[src/rtl/hist_pkg.sv]
package hist_pkg;

    localparam int DEF_LANES     = 4;
    localparam int DEF_PIX_W     = 6;
    localparam int DEF_BINS_CELL = 4;
    localparam int DEF_CNT_W     = 12;

    typedef enum logic [1:0] {
        ST_COUNT = 2'd0,
        ST_FLUSH = 2'd1,
        ST_SHIFT = 2'd2,
        ST_DONE  = 2'd3
    } hist_st_e;

    function automatic int cell_count(input int pix_w, input int bins_cell);
        return (1 << pix_w) / bins_cell;
    endfunction

endpackage

[src/rtl/hist_ctrl.sv]
module hist_ctrl
    import hist_pkg::*;
#(
    parameter int PIX_W = DEF_PIX_W,
    parameter int NCELL = 16
) (
    input  logic             clk,
    input  logic             rst,
    input  logic             mode,
    output hist_st_e         st,
    output logic             accept,
    output logic             shift_en,
    output logic             out_valid,
    output logic [PIX_W-1:0] out_idx
);
    localparam int NBINS = 1 << PIX_W;
    localparam int CW    = PIX_W + 1;

    logic [CW-1:0] cnt_q;

    always_ff @(posedge clk) begin
        if (rst) begin
            st    <= ST_COUNT;
            cnt_q <= '0;
        end else begin
            case (st)
                ST_COUNT: begin
                    cnt_q <= '0;
                    if (mode) st <= ST_FLUSH;
                end
                ST_FLUSH: begin
                    if (cnt_q == CW'(NCELL - 1)) begin
                        st    <= ST_SHIFT;
                        cnt_q <= '0;
                    end else begin
                        cnt_q <= cnt_q + 1'b1;
                    end
                end
                ST_SHIFT: begin
                    if (cnt_q == CW'(NBINS - 1)) begin
                        st    <= ST_DONE;
                        cnt_q <= '0;
                    end else begin
                        cnt_q <= cnt_q + 1'b1;
                    end
                end
                default: begin
                    cnt_q <= '0;
                    if (!mode) st <= ST_COUNT;
                end
            endcase
        end
    end

    assign accept    = (st == ST_COUNT) && !mode;
    assign shift_en  = (st == ST_SHIFT);
    assign out_valid = shift_en;
    assign out_idx   = cnt_q[PIX_W-1:0];

    // indices step by one through the readout window
    a_r5_idx_step: assert property (@(posedge clk) disable iff (rst)
        (out_valid && $past(out_valid)) |-> (out_idx == PIX_W'($past(out_idx) + 1'b1)));

    // the window closes only after the top bin
    a_r5_last_idx: assert property (@(posedge clk) disable iff (rst)
        $fell(out_valid) |-> ($past(out_idx) == PIX_W'(NBINS - 1)));

endmodule

[src/rtl/hist_cell.sv]
module hist_cell
    import hist_pkg::*;
#(
    parameter int K         = DEF_LANES,
    parameter int PIX_W     = DEF_PIX_W,
    parameter int BINS_CELL = DEF_BINS_CELL,
    parameter int CNT_W     = DEF_CNT_W,
    parameter int CELL_ID   = 0
) (
    input  logic                     clk,
    input  logic                     rst,
    input  logic                     clr,
    input  logic                     shift_en,
    input  logic [K+K*PIX_W-1:0]     stg_i,
    output logic [K+K*PIX_W-1:0]     stg_o,
    input  logic [CNT_W-1:0]         shift_in,
    output logic [CNT_W-1:0]         shift_out
);
    localparam int LB = $clog2(BINS_CELL);
    localparam int HB = PIX_W - LB;
    localparam int IW = $clog2(K + 1);
    localparam int SW = K + K * PIX_W;
    localparam logic [CNT_W-1:0] CMAX = '1;

    logic [CNT_W-1:0] bin_q [BINS_CELL];
    logic [IW-1:0]    inc   [BINS_CELL];
    logic [CNT_W-1:0] bin_d [BINS_CELL];

    logic [K-1:0]       lane_v;
    logic [K*PIX_W-1:0] lane_pix;

    assign lane_v   = stg_i[SW-1 -: K];
    assign lane_pix = stg_i[K*PIX_W-1:0];

    // Hit counting: every lane checked against every local bin
    always_comb begin
        for (int j = 0; j < BINS_CELL; j++) begin
            inc[j] = '0;
            for (int l = 0; l < K; l++) begin
                if (lane_v[l]
                    && lane_pix[l*PIX_W + LB +: HB] == HB'(CELL_ID)
                    && lane_pix[l*PIX_W +: LB] == LB'(j))
                    inc[j] = inc[j] + 1'b1;
            end
        end
    end

    // Saturating add per bin
    generate
        for (genvar j = 0; j < BINS_CELL; j++) begin : g_sat
            logic [CNT_W:0] sum;
            assign sum      = {1'b0, bin_q[j]} + (CNT_W+1)'(inc[j]);
            assign bin_d[j] = sum[CNT_W] ? CMAX : sum[CNT_W-1:0];
        end
    endgenerate

    always_ff @(posedge clk) begin
        if (rst || clr) begin
            for (int j = 0; j < BINS_CELL; j++) bin_q[j] <= '0;
        end else if (shift_en) begin
            for (int j = 0; j < BINS_CELL - 1; j++) bin_q[j] <= bin_q[j+1];
            bin_q[BINS_CELL-1] <= shift_in;
        end else begin
            for (int j = 0; j < BINS_CELL; j++) bin_q[j] <= bin_d[j];
        end
    end

    // Sample pipeline stage toward the next cell
    always_ff @(posedge clk) begin
        if (rst || clr) begin
            stg_o <= '0;
        end else if (|lane_v || |stg_o[SW-1 -: K]) begin
            stg_o <= stg_i;
        end
    end

    assign shift_out = bin_q[0];

    generate
        for (genvar j = 0; j < BINS_CELL; j++) begin : g_chk
            // counting never lowers a bin
            a_r4_no_wrap: assert property (@(posedge clk) disable iff (rst)
                (!$past(shift_en) && !$past(clr)) |-> (bin_q[j] >= $past(bin_q[j])));
            // a bin grows by at most one per lane per cycle
            a_r3_step_bound: assert property (@(posedge clk) disable iff (rst)
                (!$past(shift_en) && !$past(clr))
                |-> (({1'b0, bin_q[j]} - {1'b0, $past(bin_q[j])}) <= (CNT_W+1)'(K)));
            // a clear edge leaves the bin empty
            a_r9_clear_zero: assert property (@(posedge clk) disable iff (rst)
                $past(clr) |-> (bin_q[j] == '0));
        end
    endgenerate

endmodule

[src/rtl/hist_array.sv]
module hist_array
    import hist_pkg::*;
#(
    parameter int K         = DEF_LANES,
    parameter int PIX_W     = DEF_PIX_W,
    parameter int BINS_CELL = DEF_BINS_CELL,
    parameter int CNT_W     = DEF_CNT_W
) (
    input  logic                 clk,
    input  logic                 rst,
    input  logic                 clr,
    input  logic                 mode,
    input  logic [K-1:0]         in_valid,
    input  logic [K*PIX_W-1:0]   in_pix,
    output logic                 out_valid,
    output logic [PIX_W-1:0]     out_idx,
    output logic [CNT_W-1:0]     out_count
);
    localparam int NCELL = cell_count(PIX_W, BINS_CELL);
    localparam int SW    = K + K * PIX_W;

    hist_st_e         st;
    logic             accept;
    logic             shift_en;
    logic [SW-1:0]    stg [NCELL+1];
    logic [CNT_W-1:0] sh  [NCELL+1];

    hist_ctrl #(.PIX_W(PIX_W), .NCELL(NCELL)) u_ctrl (
        .clk       (clk),
        .rst       (rst),
        .mode      (mode),
        .st        (st),
        .accept    (accept),
        .shift_en  (shift_en),
        .out_valid (out_valid),
        .out_idx   (out_idx)
    );

    assign stg[0]    = {(accept && !clr) ? in_valid : {K{1'b0}}, in_pix};
    assign sh[NCELL] = '0;
    assign out_count = sh[0];

    generate
        for (genvar i = 0; i < NCELL; i++) begin : g_cell
            hist_cell #(
                .K(K), .PIX_W(PIX_W), .BINS_CELL(BINS_CELL),
                .CNT_W(CNT_W), .CELL_ID(i)
            ) u_cell (
                .clk       (clk),
                .rst       (rst),
                .clr       (clr),
                .shift_en  (shift_en),
                .stg_i     (stg[i]),
                .stg_o     (stg[i+1]),
                .shift_in  (sh[i+1]),
                .shift_out (sh[i])
            );
        end

        for (genvar i = 0; i <= NCELL; i++) begin : g_drain
            // the flush has emptied every stage before counts move
            a_r6_drained: assert property (@(posedge clk) disable iff (rst)
                (st == ST_SHIFT) |-> (stg[i][SW-1 -: K] == '0));
        end
    endgenerate

    // nothing travels down the chain while a finished readout waits
    a_r7_tail_quiet: assert property (@(posedge clk) disable iff (rst)
        (st == ST_DONE && $past(st) == ST_DONE && !$past(clr)) |-> $stable(stg[NCELL]));

endmodule

[config.mk]
export PLATFORM = sky130hd
export DESIGN_NAME = hist_array
export DESIGN_NICKNAME = d
export VERILOG_FILES = /design/src/rtl/hist_pkg.sv /design/src/rtl/hist_ctrl.sv /design/src/rtl/hist_cell.sv /design/src/rtl/hist_array.sv
export SDC_FILE = /design/constraint.sdc
export NUM_CORES = 2
export LEC_CHECK = 0
export BUFFER_PORTS_ARGS = -buffer_cell sky130_fd_sc_hd__buf_2
export CORE_MARGIN = 2
export CORE_UTILIZATION = 40
export DETAILED_ROUTE_END_ITERATION = 8
export GPL_ROUTABILITY_DRIVEN = 1
export RECOVER_POWER = 50
export SLEW_MARGIN = 20
export SYNTH_ARGS = -nofsm -noshare
export SYNTH_HDL_FRONTEND = slang
export SYNTH_HIERARCHICAL = 1
export SYNTH_SLANG_ARGS = --single-unit
[constraint.sdc]
create_clock -name clk -period 4.5 [get_ports clk]
set_input_delay 0.9 -clock clk [delete_from_list [all_inputs] [get_ports clk]]
set_output_delay 0.9 -clock clk [all_outputs]
set_load 0.01 [all_outputs]
# After elaboration in Yosys (flattened, before gate mapping)
# Memory sizes are Yosys's and may differ from the RTL's.
# Index checks and enable logic that the tools add are counted.
dict set report totals {
  ff_bits 429
  mem_bits_rw 768
  input_bits 32
  out_inout_bits 19
  word_cells 1569
  memories 16
}
# name words word_bits read_ports rd_clocked_by_memory_dff wr line_no
set mem_list {}
lappend mem_list {{g_cell[0].u_cell.bin_q} 4 12 4 0 4 hist_cell.sv:25} ;# logic [CNT_W-1:0] bin_q [BINS_CELL];
lappend mem_list {{g_cell[10].u_cell.bin_q} 4 12 4 0 4 hist_cell.sv:25}
lappend mem_list {{g_cell[11].u_cell.bin_q} 4 12 4 0 4 hist_cell.sv:25}
lappend mem_list {{g_cell[12].u_cell.bin_q} 4 12 4 0 4 hist_cell.sv:25}
lappend mem_list {{g_cell[13].u_cell.bin_q} 4 12 4 0 4 hist_cell.sv:25}
lappend mem_list {{g_cell[14].u_cell.bin_q} 4 12 4 0 4 hist_cell.sv:25}
lappend mem_list {{10 more memories} n/a n/a n/a n/a n/a n/a}
dict set report op_classes {
  add_sub_neg 257
  n_eq_ne 260
  muxes 465
  bitwise_logic 128
  n_reduce_logical 426
}
# cell n
set ops {}
lappend ops {{two-way mux 12 bit} 192}
lappend ops {{adder 12 x 3 -> 13 bit} 64}
lappend ops {{two-way mux 3 bit} 192}
lappend ops {{adder 3 x 1 -> 3 bit, second input constant} 128}
lappend ops {{logical AND 1 bit} 322}
lappend ops {{== test 2 bit, second input constant} 129}
lappend ops {{== test 2 x 1 -> 1 bit, second input constant} 65}
lappend ops {{logical NOT 2 bit} 65}
lappend ops {{adder 1 x 1 -> 2 bit, second input constant} 64}
lappend ops {{== test 4 bit, second input constant} 32}
lappend ops {{OR 1 bit} 128}
lappend ops {{two-way mux 1 bit} 72}
lappend ops {{== test 4 x 3 -> 1 bit, second input constant} 16}
lappend ops {{OR reduction 4 bit} 16}
lappend ops {{== test 4 x 2 -> 1 bit, second input constant} 8}
lappend ops {{== test 4 x 1 -> 1 bit, second input constant} 4}
lappend ops {{logical NOT 4 bit} 4}
lappend ops {{logical OR 1 bit} 16}
lappend ops {{two-way mux 7 bit} 2}
lappend ops {{case mux 7 bit (2 select lines)} 1}
lappend ops {{two-way mux 2 bit} 4}
lappend ops {{adder 7 x 1 -> 7 bit, second input constant} 1}
lappend ops {{== test 7 x 4 -> 1 bit, second input constant} 1}
lappend ops {{== test 7 x 6 -> 1 bit, second input constant} 1}
lappend ops {{other kinds (7)} 9}

# Longest topological paths before layout
dict set report depth {
  word_depth 16
  ltp_mapped 20
  mapped_depth_nobuf 20
}

# Cells and area by module
# The synthesis kept the hierarchy.
# mod instances cells_each area_each_um2 seq_area_each_um2
set modules_own_cells {}
lappend modules_own_cells {{hist_cell at g_cell[11].u_cell} 1 516 5071.1 2001.9}
lappend modules_own_cells {{hist_cell at g_cell[9].u_cell} 1 502 4911.0 2001.9}
lappend modules_own_cells {{hist_cell at g_cell[1].u_cell} 1 499 4909.7 2001.9}
lappend modules_own_cells {{hist_cell at g_cell[13].u_cell} 1 504 4889.7 2001.9}
lappend modules_own_cells {{hist_cell at g_cell[4].u_cell} 1 494 4889.7 2001.9}
lappend modules_own_cells {{hist_cell at g_cell[3].u_cell} 1 510 4885.9 2001.9}
lappend modules_own_cells {{hist_cell at g_cell[5].u_cell} 1 498 4885.9 2001.9}
lappend modules_own_cells {{hist_cell at g_cell[10].u_cell} 1 494 4882.2 2001.9}
lappend modules_own_cells {{hist_cell at g_cell[14].u_cell} 1 499 4870.9 2001.9}
lappend modules_own_cells {{hist_cell at g_cell[8].u_cell} 1 495 4853.4 2001.9}
lappend modules_own_cells {{hist_cell at g_cell[2].u_cell} 1 498 4844.6 2001.9}
lappend modules_own_cells {{hist_cell at g_cell[15].u_cell} 1 501 4835.9 2001.9}
lappend modules_own_cells {{hist_cell at g_cell[7].u_cell} 1 500 4834.6 2001.9}
lappend modules_own_cells {{hist_cell at g_cell[12].u_cell} 1 504 4822.1 2001.9}
lappend modules_own_cells {{+4 rows} n/a n/a n/a n/a}

# Worst setup path after synthesis
# Ideal clock, no wire load.
dict set report synth_timing {
  kind {input-to-reg}
  start {in mode}
  end {mem g_cell[0].u_cell/bin_q[2][9] (netlist name), data pin}
  setup_time_ns 0.180
  arrival_ns 4.260
  t_required_ns 4.320
  setup_slack_ns 0.060
  stages 15
  path_buffers 0
  cell_sequence {nor2b_1 and3b_1 or4b_4 nor4_2 nor2_1 a21oi_1 ha_1 nand3_1 xor2_1 ha_1 a21oi_1 a2111oi_1 nand3_1 xnor2_1 a221oi_1}
}
# element line_no
set synth_lines {}
lappend synth_lines {{start, declared} hist_array.sv:12} ;# input logic mode,
lappend synth_lines {{end, declared} hist_cell.sv:25}

==> results.md <==
- Outcome: complete, but fails checks
- Failing checks: capacitance limit, slew limit
- Die height: 445 um
- Slew Limit Fails: 221
- FF+latch area: 0.0317 sq mm
- Leakage power total: 32.7 nW
- Fin crit period: 4390 ps
- Max-Cap Viols: 7
- Min-delay worst type: in2reg
- First-pass GRT wire length: 318000 um
- Remaining Overflow, GRT: 0
- Grt peak-use layer: met2
- Comb power frac: 0.165
- Most frequent cells in the layout: conb_1, edfxtp_1, nor2_1
- Die W: 445 um
- DR vias/cell: 5.37
- Area of the die: 0.198 sq mm
- Sequential Power Share: 0.449
- Met1 GRT Util: 0.254
- Vias in the first global route: 61000
- Syn_area_per_cell: 9.73 sq um
- Max FO, Critical Path: 25
- Initial core utilization: 0.403
- DP Worst Slack: -221 ps
- Setup crit start kind: input pin
- CTS tree: done
- Most used cell, CP: buf_4
- Multi-input logic area: 0.0453 sq mm
- Slew HR: -0.382
- Switching share of total power: 0.302
- Setup violators final: 0
- Fin Clk Skew: 31.5 ps
- CTS Sinks: 1197
- Worst path cell trace: buf_2, clkbuf_1, buf_4, or2_0, buf_4, a221oi_1
- Fin nets: 9359
- Row cnt: 161
- DRC viols: 0
- Final Hold Fails: 0
- RSZ-0062 raised after global routing: yes
- Clock transition at path regs: 60 ps
- Worst Setup End Kind: flip-flop
- Core area: 0.193 sq mm
- DR vias: 61500
- Top Ports: 51
- Setup ws final: 109 ps
- Post-DR wirelength/cell: 16.9 um
- Int Power: 20.9 mW
- Hold Path Cell Cnt: 3
- DRT antenna net count: 0
- IO Port Bufs: 50
- CTS root buffer: clkbuf_16
- Clock Tree Buf Depth: 3
- CP arrival: 4890 ps
- Clk Latency, worst-skew pair: 790 ps
- Reg2Reg Depth: 12
- CP required: 4990 ps
- Hold Buf Count CTS: 0
- Worst slew pin tran: 2070 ps
- Initial antenna violation count: 4
- Cells after synthesis: 7984
- Largest net degree at the start of global routing: 63
- P_sw: 9.07 mW
- Slowest cell on crit path: clkbuf_1
- Dpl hpwl: 143000 um
- Crit path kind: in2reg
- Max Fclk: 228 MHz
- Period Utilization, post-route: 0.976
- M2 GR Usage: 0.329
- All-Layer GR Usage: 0.193
- Power per cell area: 337 mW/mm^2
- Area grow syn2layout: 14.4%
- CTS H-tree depth: 4
- DRT iter0 DRCs: 3757
- Fill cell count: 18200
- DRT Pass-1 Iters: 6
- Synthesized area: 0.0777 sq mm
- Most common cell after layout, fill and taps aside: conb_1
- Warnings from Yosys: 6
- Tot Pwr: 30.0 mW
- Post-Route WL: 194000 um
- Worst vdd ir: 329 uV
- Total CTS buffers: 143
- Critical Path Max Stage Delay: 1520 ps
- GRT met3 Usage: 0.0230
- Share of layout cells above drive strength 1: 0.0814
- Gpl congestion: 0.850
- Clock network fraction of design power: 0.386
state kept, by name, indices dropped and copies added, names as in the netlist:
signal               flops
g_cell.u_cell/bin_q    768
g_cell.u_cell/stg_o    420
u_ctrl/cnt_q             7
u_ctrl/st                2
per-stage QoR:
step	hold WS, ps	cells	TNS [ps]	instance area, sq um	utilization
6_report	392	11500	0	88900	0.461
5_1_grt	368	11500	-188	88900	0.461
4_1_cts	327	11500	0	88800	0.461
3_5_place_dp	452	11200	-4500	84100	0.436
3_3_place_gp	438	11200	-1870	84100	0.436
2_1_floorplan	426	8747	0	80500	-
metal layers:
metal	vias up	share of wire	wire (um)
li1	30300	-	-
met1	29800	0.46	89100
met2	1114	0.48	92800
met3	272	0.037	7230
met4	0	0.023	4510
met5	-	0	0
repair_timing:
item	CTS	global route
resized for setup	1	33
setup buffers	0	2
hold endpoints to repair	0	0
pin swaps	0	3
endpoints found under the setup margin	7	114
gates cloned	0	0
power by group through the flow:
stage          combinational, mW  clock (mW)  sequential, mW
2_1_floorplan               3.49           0            13.4
3_3_place_gp                4.83           0            13.6
3_5_place_dp                4.89           0            13.7
4_1_cts                     4.93        11.9            13.4
5_1_grt                     5.52        12.3            13.6
6_report                    4.94        11.6            13.5
worst max-delay path, delay by kind of cell:
kind | cells | cell delay (ps)
AOI/OAI and AO/OA | 1 | 80
buffers and inverters | 4 | 2850
and+or+nand+nor | 1 | 1000
final cells by class:
type | instances | share of cell area
multi-input combinational | 6584 | 0.510
sequential | 1197 | 0.356
clock buffer | 206 | 0.0483
tap | 2526 | 0.0356
inverter | 650 | 0.0275
timing repair buffer | 235 | 0.0176
clock inverter | 58 | 0.00470
antenna | 1 | 0.0000282
path summary, 6_finish.rpt:
kind / endpoint / startpoint / slack [ps]
min: g_cell[0].u_cell/stg_o[15] / in_pix[15] / 390
max reg2reg: g_cell[4].u_cell/bin_q[1][9] / g_cell[3].u_cell/stg_o[2] / 280
min reg2reg: u_ctrl/cnt_q[0] / u_ctrl/cnt_q[0] / 460
max: g_cell[3].u_cell/bin_q[2][1] / clr / 110
No activity file was read; power rests on OpenSTA's default activity.
